--- src/rtl/mbx_pkg.sv ---
package mbx_pkg;

    typedef enum logic [1:0] {
        ACC_IDLE  = 2'd0,
        ACC_READ  = 2'd1,
        ACC_WRITE = 2'd2
    } acc_kind_e;

    typedef struct packed {
        logic set_req;
        logic clr_req;
    } flag_ctl_t;

    function automatic acc_kind_e classify(input logic en, input logic we);
        if (!en)    return ACC_IDLE;
        else if (we) return ACC_WRITE;
        else         return ACC_READ;
    endfunction

endpackage

--- src/rtl/mbx_decode.sv ---
module mbx_decode #(
    parameter int AW = 12
) (
    input  logic          en,
    input  logic          we,
    input  logic [AW-1:0] addr,
    input  logic [AW-1:0] send_addr,
    input  logic [AW-1:0] recv_addr,
    output logic          send_hit,
    output logic          recv_hit
);
    import mbx_pkg::*;

    acc_kind_e kind;

    always_comb begin
        kind     = classify(en, we);
        send_hit = (kind == ACC_WRITE) && (addr == send_addr);
        recv_hit = (kind == ACC_READ)  && (addr == recv_addr);
    end
endmodule

--- src/rtl/mbx_flag.sv ---
module mbx_flag #(
    parameter int DW = 16
) (
    input  logic            clk,
    input  logic            rst,
    input  mbx_pkg::flag_ctl_t ctl,
    input  logic [DW-1:0]   wdata,
    output logic            irq_n,
    output logic [DW-1:0]   word
);
    always_ff @(posedge clk) begin
        if (rst) begin
            irq_n <= 1'b1;
            word  <= '0;
        end else if (ctl.set_req) begin
            irq_n <= 1'b0;
            word  <= wdata;
        end else if (ctl.clr_req) begin
            irq_n <= 1'b1;
        end
    end
endmodule

--- src/rtl/mbx_irq_pair.sv ---
module mbx_irq_pair #(
    parameter int AW = 12,
    parameter int DW = 16
) (
    input  logic          clk,
    input  logic          rst,
    input  logic          a_en,
    input  logic          a_we,
    input  logic [AW-1:0] a_addr,
    input  logic [DW-1:0] a_wdata,
    input  logic          b_en,
    input  logic          b_we,
    input  logic [AW-1:0] b_addr,
    input  logic [DW-1:0] b_wdata,
    output logic          a_irq_n,
    output logic          b_irq_n,
    output logic [DW-1:0] a_msg,
    output logic [DW-1:0] b_msg
);
    import mbx_pkg::*;

    localparam int NPORT = 2;
    localparam logic [AW-1:0] BOX_TO_B = {AW{1'b1}};
    localparam logic [AW-1:0] BOX_TO_A = {AW{1'b1}} - 1'b1;

    logic          p_en    [NPORT];
    logic          p_we    [NPORT];
    logic [AW-1:0] p_addr  [NPORT];
    logic [DW-1:0] p_wdata [NPORT];
    logic [AW-1:0] p_send  [NPORT];
    logic [AW-1:0] p_recv  [NPORT];
    logic          send_hit[NPORT];
    logic          recv_hit[NPORT];
    logic          irq_n   [NPORT];
    logic [DW-1:0] word    [NPORT];

    always_comb begin
        p_en[0] = a_en;   p_we[0] = a_we;   p_addr[0] = a_addr;   p_wdata[0] = a_wdata;
        p_en[1] = b_en;   p_we[1] = b_we;   p_addr[1] = b_addr;   p_wdata[1] = b_wdata;
        p_send[0] = BOX_TO_B;  p_recv[0] = BOX_TO_A;
        p_send[1] = BOX_TO_A;  p_recv[1] = BOX_TO_B;
    end

    for (genvar p = 0; p < NPORT; p++) begin : g_port
        localparam int PEER = NPORT - 1 - p;
        flag_ctl_t ctl;

        mbx_decode #(.AW(AW)) u_dec (
            .en        (p_en[p]),
            .we        (p_we[p]),
            .addr      (p_addr[p]),
            .send_addr (p_send[p]),
            .recv_addr (p_recv[p]),
            .send_hit  (send_hit[p]),
            .recv_hit  (recv_hit[p])
        );

        // Flag p is the interrupt toward port p: set by the peer, cleared by p.
        always_comb begin
            ctl.set_req = send_hit[PEER];
            ctl.clr_req = recv_hit[p];
        end

        mbx_flag #(.DW(DW)) u_flag (
            .clk   (clk),
            .rst   (rst),
            .ctl   (ctl),
            .wdata (p_wdata[PEER]),
            .irq_n (irq_n[p]),
            .word  (word[p])
        );
    end

    assign a_irq_n = irq_n[0];
    assign b_irq_n = irq_n[1];
    assign a_msg   = word[0];
    assign b_msg   = word[1];
endmodule


--- config.mk ---
export PLATFORM = sky130hd
export DESIGN_NAME = mbx_irq_pair
export DESIGN_NICKNAME = d
export VERILOG_FILES = /design/src/rtl/mbx_pkg.sv /design/src/rtl/mbx_decode.sv /design/src/rtl/mbx_flag.sv /design/src/rtl/mbx_irq_pair.sv
export SDC_FILE = /design/constraint.sdc
export NUM_CORES = 1
export LEC_CHECK = 0
export BUFFER_PORTS_ARGS = -buffer_cell sky130_fd_sc_hd__buf_2
export CORE_ASPECT_RATIO = 1.2
export CORE_MARGIN = 4
export CORE_UTILIZATION = 44
export DETAILED_ROUTE_END_ITERATION = 16
export PLACE_DENSITY_LB_ADDON = 0.25
export SLEW_MARGIN = 20
export SYNTH_ARGS = -nofsm -noshare
export SYNTH_HDL_FRONTEND = slang
export SYNTH_SLANG_ARGS = --single-unit
--- constraint.sdc ---
create_clock -name clk -period 1.8 [get_ports clk]
set_input_delay 0.09 -clock clk [delete_from_list [all_inputs] [get_ports clk]]
set_output_delay 0.09 -clock clk [all_outputs]
set_load 0.02 [all_outputs]
Word level (Yosys, flattened, before mapping)
Index checks and enable logic that the tools add are counted.
Storage, ports and cells
  register bits: 34
  latch bits: 0
  bits in writable memories: 0
  bits in read-only memories: 0
  input bits: 62
  output and inout port bits: 34
  word-level logic and storage cells: 26
  memories: 0
Operators by class
  add/sub/neg operators: 0
  multiply operators: 0
  div/mod/pow operators: 0
  order comparisons: 0
  eq/ne operators: 8
  shift-type cells: 0
  multiplexer cells: 8
  bitwise operators: 0
  reductions and logical operators: 6
Operators by type and width (number)
  $eq A12 B12 Y1 const B: 4
  $mux W2: 4
  $eq A2 B1 Y1 const B: 2
  $eq A2 B2 Y1 const B: 2
  $logic_and A1 B1 Y1: 4
  $mux W1: 4
  $reduce_bool A2 Y1: 2

Logic depth before layout (Yosys ltp)
Gate-level depths: netlist of the first run.
  depth in word-level cells: 6
  gate-level depth with buffers: 5
  gate-level depth less buffers: 3

Hierarchy
A second synthesis of the first run with hierarchy kept.
Unflattened totals
  cell total of the unflattened synthesis: 180
  area total of the unflattened synthesis: 1799.2 um^2
Modules (own cells, without submodules)
  mbx_flag: instances 2, cells each 55, area each 613.1 um^2, seq. area each 340.3 um^2
  mbx_decode: instances 2, cells each 34, area each 282.8 um^2, seq. area each 0.0 um^2
  mbx_irq_pair: instances 1, cells each 2, area each 7.5 um^2, seq. area each 0.0 um^2

Worst setup path after synthesis of the first run
Ideal clock, no wire load.
  kind: input-to-reg
  start point: input a_addr[3]
  end point: register g_port[1].u_flag.word[1]
  setup time: 0.072 ns
  arrival time: 0.972 ns
  data required time: 1.728 ns
  setup slack: 0.757 ns
  cell stages on the path: 5
  path buffers: 2
  cell sequence: nand4_1 -> nor4_2 -> buf_6 -> buf_12 -> mux2i_1
Between the ends
  word-level cells in the longest chain between the ends: 2
RTL lines
  start, declared: RTL line mbx_irq_pair.sv:9  | input logic [AW-1:0] a_addr,
  $eq A12 B12 Y1: RTL line mbx_decode.sv:18  | send_hit = (kind == ACC_WRITE) && (addr == send_addr);
  $logic_and A1 B1 Y1: RTL line mbx_decode.sv:18
  end signal, assigned: RTL line mbx_flag.sv:17  | word <= wdata;
  end, declared: RTL line mbx_flag.sv:9  | output logic [DW-1:0] word
Every way passes these cells.
A chain may end at the register's enable or synchronous reset.

==> impl_metrics.json, run 1 <==
{
  "run_status": "finished, final reports clean",
  "min_delay_path_depth": 3,
  "top_level_ports": 96,
  "timing.final.ws_setup_ns": 0.7811,
  "ctsRootBufferMaster": "sky130_fd_sc_hd__clkbuf_4",
  "cts_inserted_buffers": 5,
  "routed_wl_per_cell_microns": 12.82,
  "crit_arrival_ns": 1.24,
  "gp_congestion": 0.7401,
  "regToRegSetupSlack_ns": 1.17,
  "port_buffers": 95,
  "rr_endpoint": "g_port[1].u_flag.word[3]",
  "grt_start_max_net_pins": 24,
  "routed_via_density": 4.759,
  "skew_ns": 0,
  "count_of_distinct_cell_types_in_the_synthesized_netlist": 15,
  "cts_tree": "built",
  "seq_area_frac_synth_pct": 46.54,
  "synth.area.top_cells": "sky130_fd_sc_hd__dfxtp_1 (47%), sky130_fd_sc_hd__mux2i_1 (22%), sky130_fd_sc_hd__nand2_1 (17%)",
  "synth.ff_latch_count": 34,
  "syn-instance-count": 160,
  "rows": 22,
  "synth.avg_cell_area_sq_um": 9.142,
  "p_per_cell_area_mw_per_mm2": 588.3,
  "synth_top_area_cell": "sky130_fd_sc_hd__dfxtp_1",
  "final_layout_size_suffix_gt1_share_pct": 37.63,
  "vertical_die_dimension_microns": 71.16,
  "area_of_the_mapped_netlist_sq_mm": 0.001463,
  "drv_slew": 0,
  "post-synth-top-area-fraction_pct": 46.54,
  "initial_core_util_pct": 46.61,
  "hpwl_microns": 2697,
  "post_cts_buffers": 0,
  "worst_skew_pair.late_latency_ns": 0.33,
  "grt_antenna_before_repair": 0,
  "maximum_count_of_clock_buffers_along_a_single_path": 2,
  "detail_route.first_pass.iterations": 4,
  "n_antenna_cell": 0,
  "r2r_start": "g_port[1].u_flag.word[3]",
  "max-slew-margin-rel_pct": 57.66,
  "synth-main-ff-cell": "sky130_fd_sc_hd__dfxtp_1",
  "p_leak_nw": 1.085,
  "count_leader_synth": "sky130_fd_sc_hd__nand2_1",
  "rr_worst_depth": 2,
  "route.detailed.drc": 0,
  "syn2layout_area_growth_pct": 59.37,
  "die_w_microns": 60.63,
  "holdPathEnd": "g_port[0].u_flag.word[9]",
  "hp-start": "b_wdata[9]",
  "peakVddDrop_mv": 0.4421,
  "timing_limited_maximum_frequency_mhz": 981.4,
  "share_comb_of_total_power_pct": 13.0,
  "holdCritPathClass": "in2reg",
  "synthArstFlopShare_pct": 0,
  "internal_pwr_total_w": 0.001052,
  "p_sw_w": 0.0003195,
  "finalNetCount": 348,
  "synth_edf_count": 0,
  "timing.final.hold_violations": 0,
  "clk_network_pwr_share_pct": 32.2,
  "cts_num_sinks": 34,
  "worstPathRequired_ns": 2.02,
  "timing.critical_path.from_type": "input pin",
  "setup_repair_after_global_routing_missed_its_margin": "no",
  "crit_path_end_kind": "register",
  "criticalPathCategory": "in2reg",
  "ctsHoldBuffers": 30,
  "first_global_vias": 1521,
  "setup_viol_count_final": 0,
  "worstPathMaxFanout": 23,
  "post_drt_antenna_nets": 0,
  "timing.final.crit_share_pct": 56.61,
  "worstMarginPinSlew_ns": 0.6312,
  "clkSlewWorstSetupHoldPaths_ns": 0.10,
  "preCtsSetupSlack_ns": 0.4210,
  "synth_common_cells": "sky130_fd_sc_hd__nand2_1 (65), sky130_fd_sc_hd__dfxtp_1 (34), sky130_fd_sc_hd__mux2i_1 (32)",
  "seq_power_share_pct": 54.8,
  "grt_first_pass_wirelength_microns": 6665,
  "cap_violations": 0,
  "synth.net_count": 222,
  "area_of_the_die_sq_mm": 0.004314,
  "min_period_ns": 1.019,
  "cts_max_level": 2,
  "drt_iter0_markers": 66,
  "detailroute.via_count": 1537,
  "synth.yosys.warnings": 0,
  "sw_ratio_pct": 23.30,
  "global_route.usage.total_pct": 20.65,
  "floorplan.core_area_sq_mm": 0.003138,
  "overflow": 0,
  "cts-resized-gates": 0,
  "wirelength_microns": 4142,
  "setup-tns-final_ns": 0
}
-- power by group through the flow --
stage | registers, W | logic, W | clock network, W
final | 0.000752 | 0.000178 | 0.000442
after global routing | 0.000752 | 0.000196 | 0.000488
after CTS | 0.000752 | 0.000173 | 0.000450
after detailed placement | 0.000769 | 0.000123 | 0
after global placement | 0.000769 | 0.000121 | 0
after floorplan | 0.000769 | 0.0000431 | 0
-- how the worst max path moves through the flow --
stage | slack, ns | end | start
floorplan | 0.76 | g_port[1].u_flag.word[1] | a_addr[3]
global placement | 0.44 | g_port[0].u_flag.word[6] | rst
detailed placement | 0.42 | g_port[0].u_flag.word[9] | rst
CTS | 0.79 | g_port[0].u_flag.word[9] | rst
global route | 0.66 | g_port[0].u_flag.word[10] | rst
finish | 0.78 | g_port[1].u_flag.word[3] | rst
-- cells in the final DEF, fill, tap and decap left out --
| cell type | instances |
|---|---|
| sky130_fd_sc_hd__nor2_1 | 3 |
| sky130_fd_sc_hd__nand4_1 | 6 |
| sky130_fd_sc_hd__clkbuf_1 | 1 |
| sky130_fd_sc_hd__dlygate4sd3_1 | 31 |
| sky130_fd_sc_hd__clkbuf_4 | 5 |
| sky130_fd_sc_hd__clkinv_2 | 1 |
| sky130_fd_sc_hd__nand2b_1 | 2 |
| sky130_fd_sc_hd__a22oi_1 | 2 |
| sky130_fd_sc_hd__clkinv_1 | 1 |
| sky130_fd_sc_hd__or4_1 | 1 |
| sky130_fd_sc_hd__dfxtp_1 | 34 |
| sky130_fd_sc_hd__buf_12 | 2 |
| sky130_fd_sc_hd__nor4_4 | 2 |
| sky130_fd_sc_hd__buf_2 | 95 |
| sky130_fd_sc_hd__nand2_1 | 65 |
| sky130_fd_sc_hd__or4b_1 | 1 |
| sky130_fd_sc_hd__mux2i_1 | 32 |
| sky130_fd_sc_hd__clkbuf_8 | 1 |
| sky130_fd_sc_hd__buf_4 | 2 |
-- kinds of logic (layout without fill, tap and decap cells) --
kind of cell,Yosys count,after routing,synth area share (%)
and+or+nand+nor,80,80,23.78
DFF,34,34,46.54
muxes,32,32,21.90
buffers and inverters,12,139,6.758
AOI/OAI and AO/OA,2,2,1.026
-- critical path, stage by stage --
cell and delay (ns):
sky130_fd_sc_hd__buf_2 0.10, sky130_fd_sc_hd__clkinv_1 0.50, sky130_fd_sc_hd__buf_12 0.38, sky130_fd_sc_hd__nand2_1 0.08, sky130_fd_sc_hd__mux2i_1 0.08
-- metal layers --
layer  vias up  part of all wire, %  wire, microns  global-route usage, %
met5         -                    0              0                      0
met4         0                  2.6            107                  10.36
met3        12                  6.6            275                  7.299
li1        780                    -              -                      -
met2        53                   53           2187                  35.20
met1       692                   38           1572                  21.70
-- through the flow --
step                hold slack [ns]  total power, W  util (%)  std cells  instance area [sq um]
global placement             0.3387       0.0008904     62.48        284                   1961
floorplan                    0.2321       0.0008123         -        160                   1463
global route                0.01390        0.001436     74.28        323                   2331
finish                     0.003285        0.001371     74.28        323                   2331
detailed placement           0.3465       0.0008918     62.48        284                   1961
CTS                        0.002337        0.001374     73.96        322                   2321
-- registers in the layout, summed over array words and instances, names as in the netlist --
signal               flops
g_port.u_flag.word      32
g_port.u_flag.irq_n      2
-- cell type report --
type	count	area (sq um)
well taps	36	45.04
clock buffers	7	55.05
fillers	255	807.0
inverters	1	3.754
multi-input cells	114	700.7
clock inverters	1	5.005
flip-flops and latches	34	680.7
repair buffers	130	840.8
Power figures use the tool's default switching activity.
==> inputs of run 2 (changes only) <==
- ABC_AREA: unset -> 1
- CORE_UTILIZATION: 44 -> 39
- clock period: 1.8 -> 0.8 ns (I/O delays scaled with it)
==> run 2 against run 1 <==
Flip-flop and latch count did not move. Sequential share of layout area fell by 2.7 points. Clock skew did not move. Largest cell class unchanged. Critical endpoint is now a_msg[15]. Sequential power rose by 120%.
==> impl_metrics.json, run 2 <==
{
  "setup_viol_count_final": 0,
  "routed_via_density": 4.308,
  "wl_met1_microns": 1673,
  "worstMarginPinSlew_ns": 0.2651,
  "highest_count_cells_in_the_layout_ignoring_fill_and_taps": "sky130_fd_sc_hd__nor2_1 (68), sky130_fd_sc_hd__nand2_1 (66), sky130_fd_sc_hd__buf_2 (61)",
  "met2RoutedLength_microns": 2311,
  "worstPathRequired_ns": 0.76,
  "crit_arrival_ns": 0.75,
  "criticalPathCategory": "reg2out",
  "synth_common_cells": "sky130_fd_sc_hd__nor2_1 (70), sky130_fd_sc_hd__nand2_1 (68), sky130_fd_sc_hd__inv_1 (37)",
  "routed_wl_per_cell_microns": 10.53,
  "drt_iter0_markers": 51,
  "synth.ff_latch_count": 34,
  "layout_commonest_cell": "sky130_fd_sc_hd__nor2_1",
  "grt_start_max_net_pins": 34,
  "cts_tree": "built",
  "timing.final.crit_share_pct": 98.16,
  "vertical_die_dimension_microns": 79.13,
  "cts_num_sinks": 34,
  "setup-tns-final_ns": 0,
  "syn-instance-count": 252,
  "rows": 25,
  "largest_registers": "g_port.u_flag.word x32, g_port.u_flag.irq_n x2",
  "placed_cells_incl_taps": 401,
  "maximum_count_of_clock_buffers_along_a_single_path": 2,
  "synth.net_count": 314,
  "max-slew-margin-rel_pct": 82.30,
  "cap_violations": 0,
  "die_w_microns": 67.27,
  "detail_route.first_pass.iterations": 4,
  "gp_congestion": 0.8058,
  "critical_path_s_largest_stage_delay_ns": 0.35,
  "wirelength_microns": 4350,
  "synth_top_area_cell": "sky130_fd_sc_hd__dfxtp_1",
  "min_delay_path_depth": 5,
  "global_route.usage.total_pct": 15.75,
  "synth.avg_cell_area_sq_um": 6.524,
  "synth.yosys.warnings": 0,
  "synth-main-ff-cell": "sky130_fd_sc_hd__dfxtp_1",
  "highest_layer": "met4",
  "post_drt_antenna_nets": 0,
  "grt_first_pass_wirelength_microns": 6568,
  "timing.critical_path.from_type": "register",
  "rr_worst_depth": 3,
  "worstPathMaxFanout": 2,
  "count_of_distinct_cell_types_in_the_synthesized_netlist": 17,
  "hpwl_microns": 2984,
  "timing.final.ws_setup_ns": 0.01471,
  "initial_core_util_pct": 41.06,
  "clkSlewWorstSetupHoldPaths_ns": 0.07,
  "post-synth-top-area-fraction_pct": 41.40,
  "crit_chain": "buf_6",
  "port_buffers": 95,
  "worst_path_cell_with_the_longest_stage_delay": "sky130_fd_sc_hd__dfxtp_2",
  "cp.buffers_inverters": 1,
  "path_delay_family": "flip-flops",
  "setup_repair_after_global_routing_missed_its_margin": "yes",
  "area_of_the_mapped_netlist_sq_mm": 0.001644,
  "peakVddDrop_mv": 0.7567,
  "skew_ns": 0,
  "detailroute.via_count": 1779,
  "hold_ws_ns": 0.04176,
  "n_antenna_cell": 0,
  "top_level_ports": 96,
  "overflow": 0,
  "final_layout_size_suffix_gt1_share_pct": 45.96,
  "timing_limited_maximum_frequency_mhz": 1273,
  "p_per_cell_area_mw_per_mm2": 1324,
  "critical_path_depth": 1,
  "met3_length_microns": 321,
  "grt_antenna_before_repair": 0,
  "seq_area_frac_synth_pct": 41.40,
  "utilization_pct": 67.91,
  "register_ranked_first_by_flip_flop_count": "g_port.u_flag.word",
  "syn2layout_area_growth_pct": 65.37,
  "largest_register_ff_count": 32,
  "preCtsSetupSlack_ns": -0.2074,
  "ctsHoldBuffers": 0,
  "regToRegSetupSlack_ns": 0.13,
  "timing.final.hold_violations": 0,
  "p_leak_nw": 1.450,
  "crit_path_end_kind": "output port",
  "first_global_vias": 1597,
  "worst_skew_pair.late_latency_ns": 0.28,
  "min_period_ns": 0.7853,
  "synth_edf_count": 0,
  "cts_max_level": 2,
  "count_leader_synth": "sky130_fd_sc_hd__nor2_1",
  "cts_inserted_buffers": 5,
  "finalNetCount": 421,
  "ctsRootBufferMaster": "sky130_fd_sc_hd__clkbuf_8",
  "run_status": "finished, final reports clean",
  "synthArstFlopShare_pct": 0,
  "fillerInstances": 359,
  "stdcell_count": 413,
  "holdCritPathClass": "in2reg",
  "route.detailed.drc": 0,
  "synth.area.top_cells": "sky130_fd_sc_hd__dfxtp_1 (41%), sky130_fd_sc_hd__nor2_1 (16%), sky130_fd_sc_hd__nand2_1 (16%)",
  "floorplan.core_area_sq_mm": 0.004004,
  "area_of_the_die_sq_mm": 0.005323,
  "drv_slew": 0
}
==> run 2: kinds of logic (layout without fill, tap and decap cells) <==
group,Yosys count,after routing,synth area share (%)
flip-flops,34,34,41.40
AO/OA/AOI/OAI,1,1,0.4568
buffers and inverters,50,157,14.38
AND/OR/NAND/NOR,167,167,43.76
==> run 2: layout make-up <==
class / count / area (sq um) / share of cell area [%]
Multi-Input combinational cell: 168 / 747.0 / 27.47
Clock inverter: 1 / 30.03 / 1.104
Timing Repair Buffer: 109 / 917.1 / 33.73
Tap cell: 54 / 67.56 / 2.485
Clock buffer: 6 / 82.58 / 3.037
Inverter: 41 / 153.9 / 5.660
Sequential cell: 34 / 720.7 / 26.51
==> run 2: final timing paths <==
path                                           startpoint                        end
worst max-delay path            g_port[0].u_flag.word[15]                  a_msg[15]
worst min-delay path                           b_wdata[7]   g_port[0].u_flag.word[7]
worst max register to register     g_port[0].u_flag.irq_n     g_port[0].u_flag.irq_n
worst min register to register  g_port[1].u_flag.word[10]  g_port[1].u_flag.word[10]
==> run 2: worst min-delay path, stage by stage <==
cell and delay [ns]:
sky130_fd_sc_hd__buf_2 0.09, sky130_fd_sc_hd__inv_1 0.04, sky130_fd_sc_hd__nand2_1 0.04, sky130_fd_sc_hd__nand2_1 0.05, sky130_fd_sc_hd__nor2_1 0.03
==> run 2: repair_timing <==
| item | CTS | global route |
|---|---|---|
| endpoints found under the setup margin | 34 | 26 |
| resized for setup | 75 | 23 |
| endpoints found under the hold margin | 0 | 0 |
| buffers inserted | 0 | 1 |
| pin swaps | 0 | 1 |
| cloned | 0 | 4 |
==> run 2: metal layers <==
layer	track usage (%)	vias up
met5	0	-
met4	4.260	0
met3	5.375	5
met2	29.20	56
met1	16.36	776
li1	-	942
==> run 2: where the power goes <==
part	total [W]	switching [W]	leakage, nW	internal (W)
Combinational	0.000333	0.000159	1.10	0.000174
Sequential	0.00169	0.000000124	0.288	0.00169
Clock	0.00158	0.000580	0.0573	0.000996
Total	0.00360	0.000738	1.45	0.00286
==> run 2: stage by stage <==
| stage | total power [W] | cell area, sq um |
|---|---|---|
| CTS | 0.003632 | 2556 |
| floorplan | 0.001877 | 1668 |
| global placement | 0.002059 | 2255 |
| detailed placement | 0.002064 | 2255 |
| global route | 0.003738 | 2719 |
| finish | 0.003599 | 2719 |
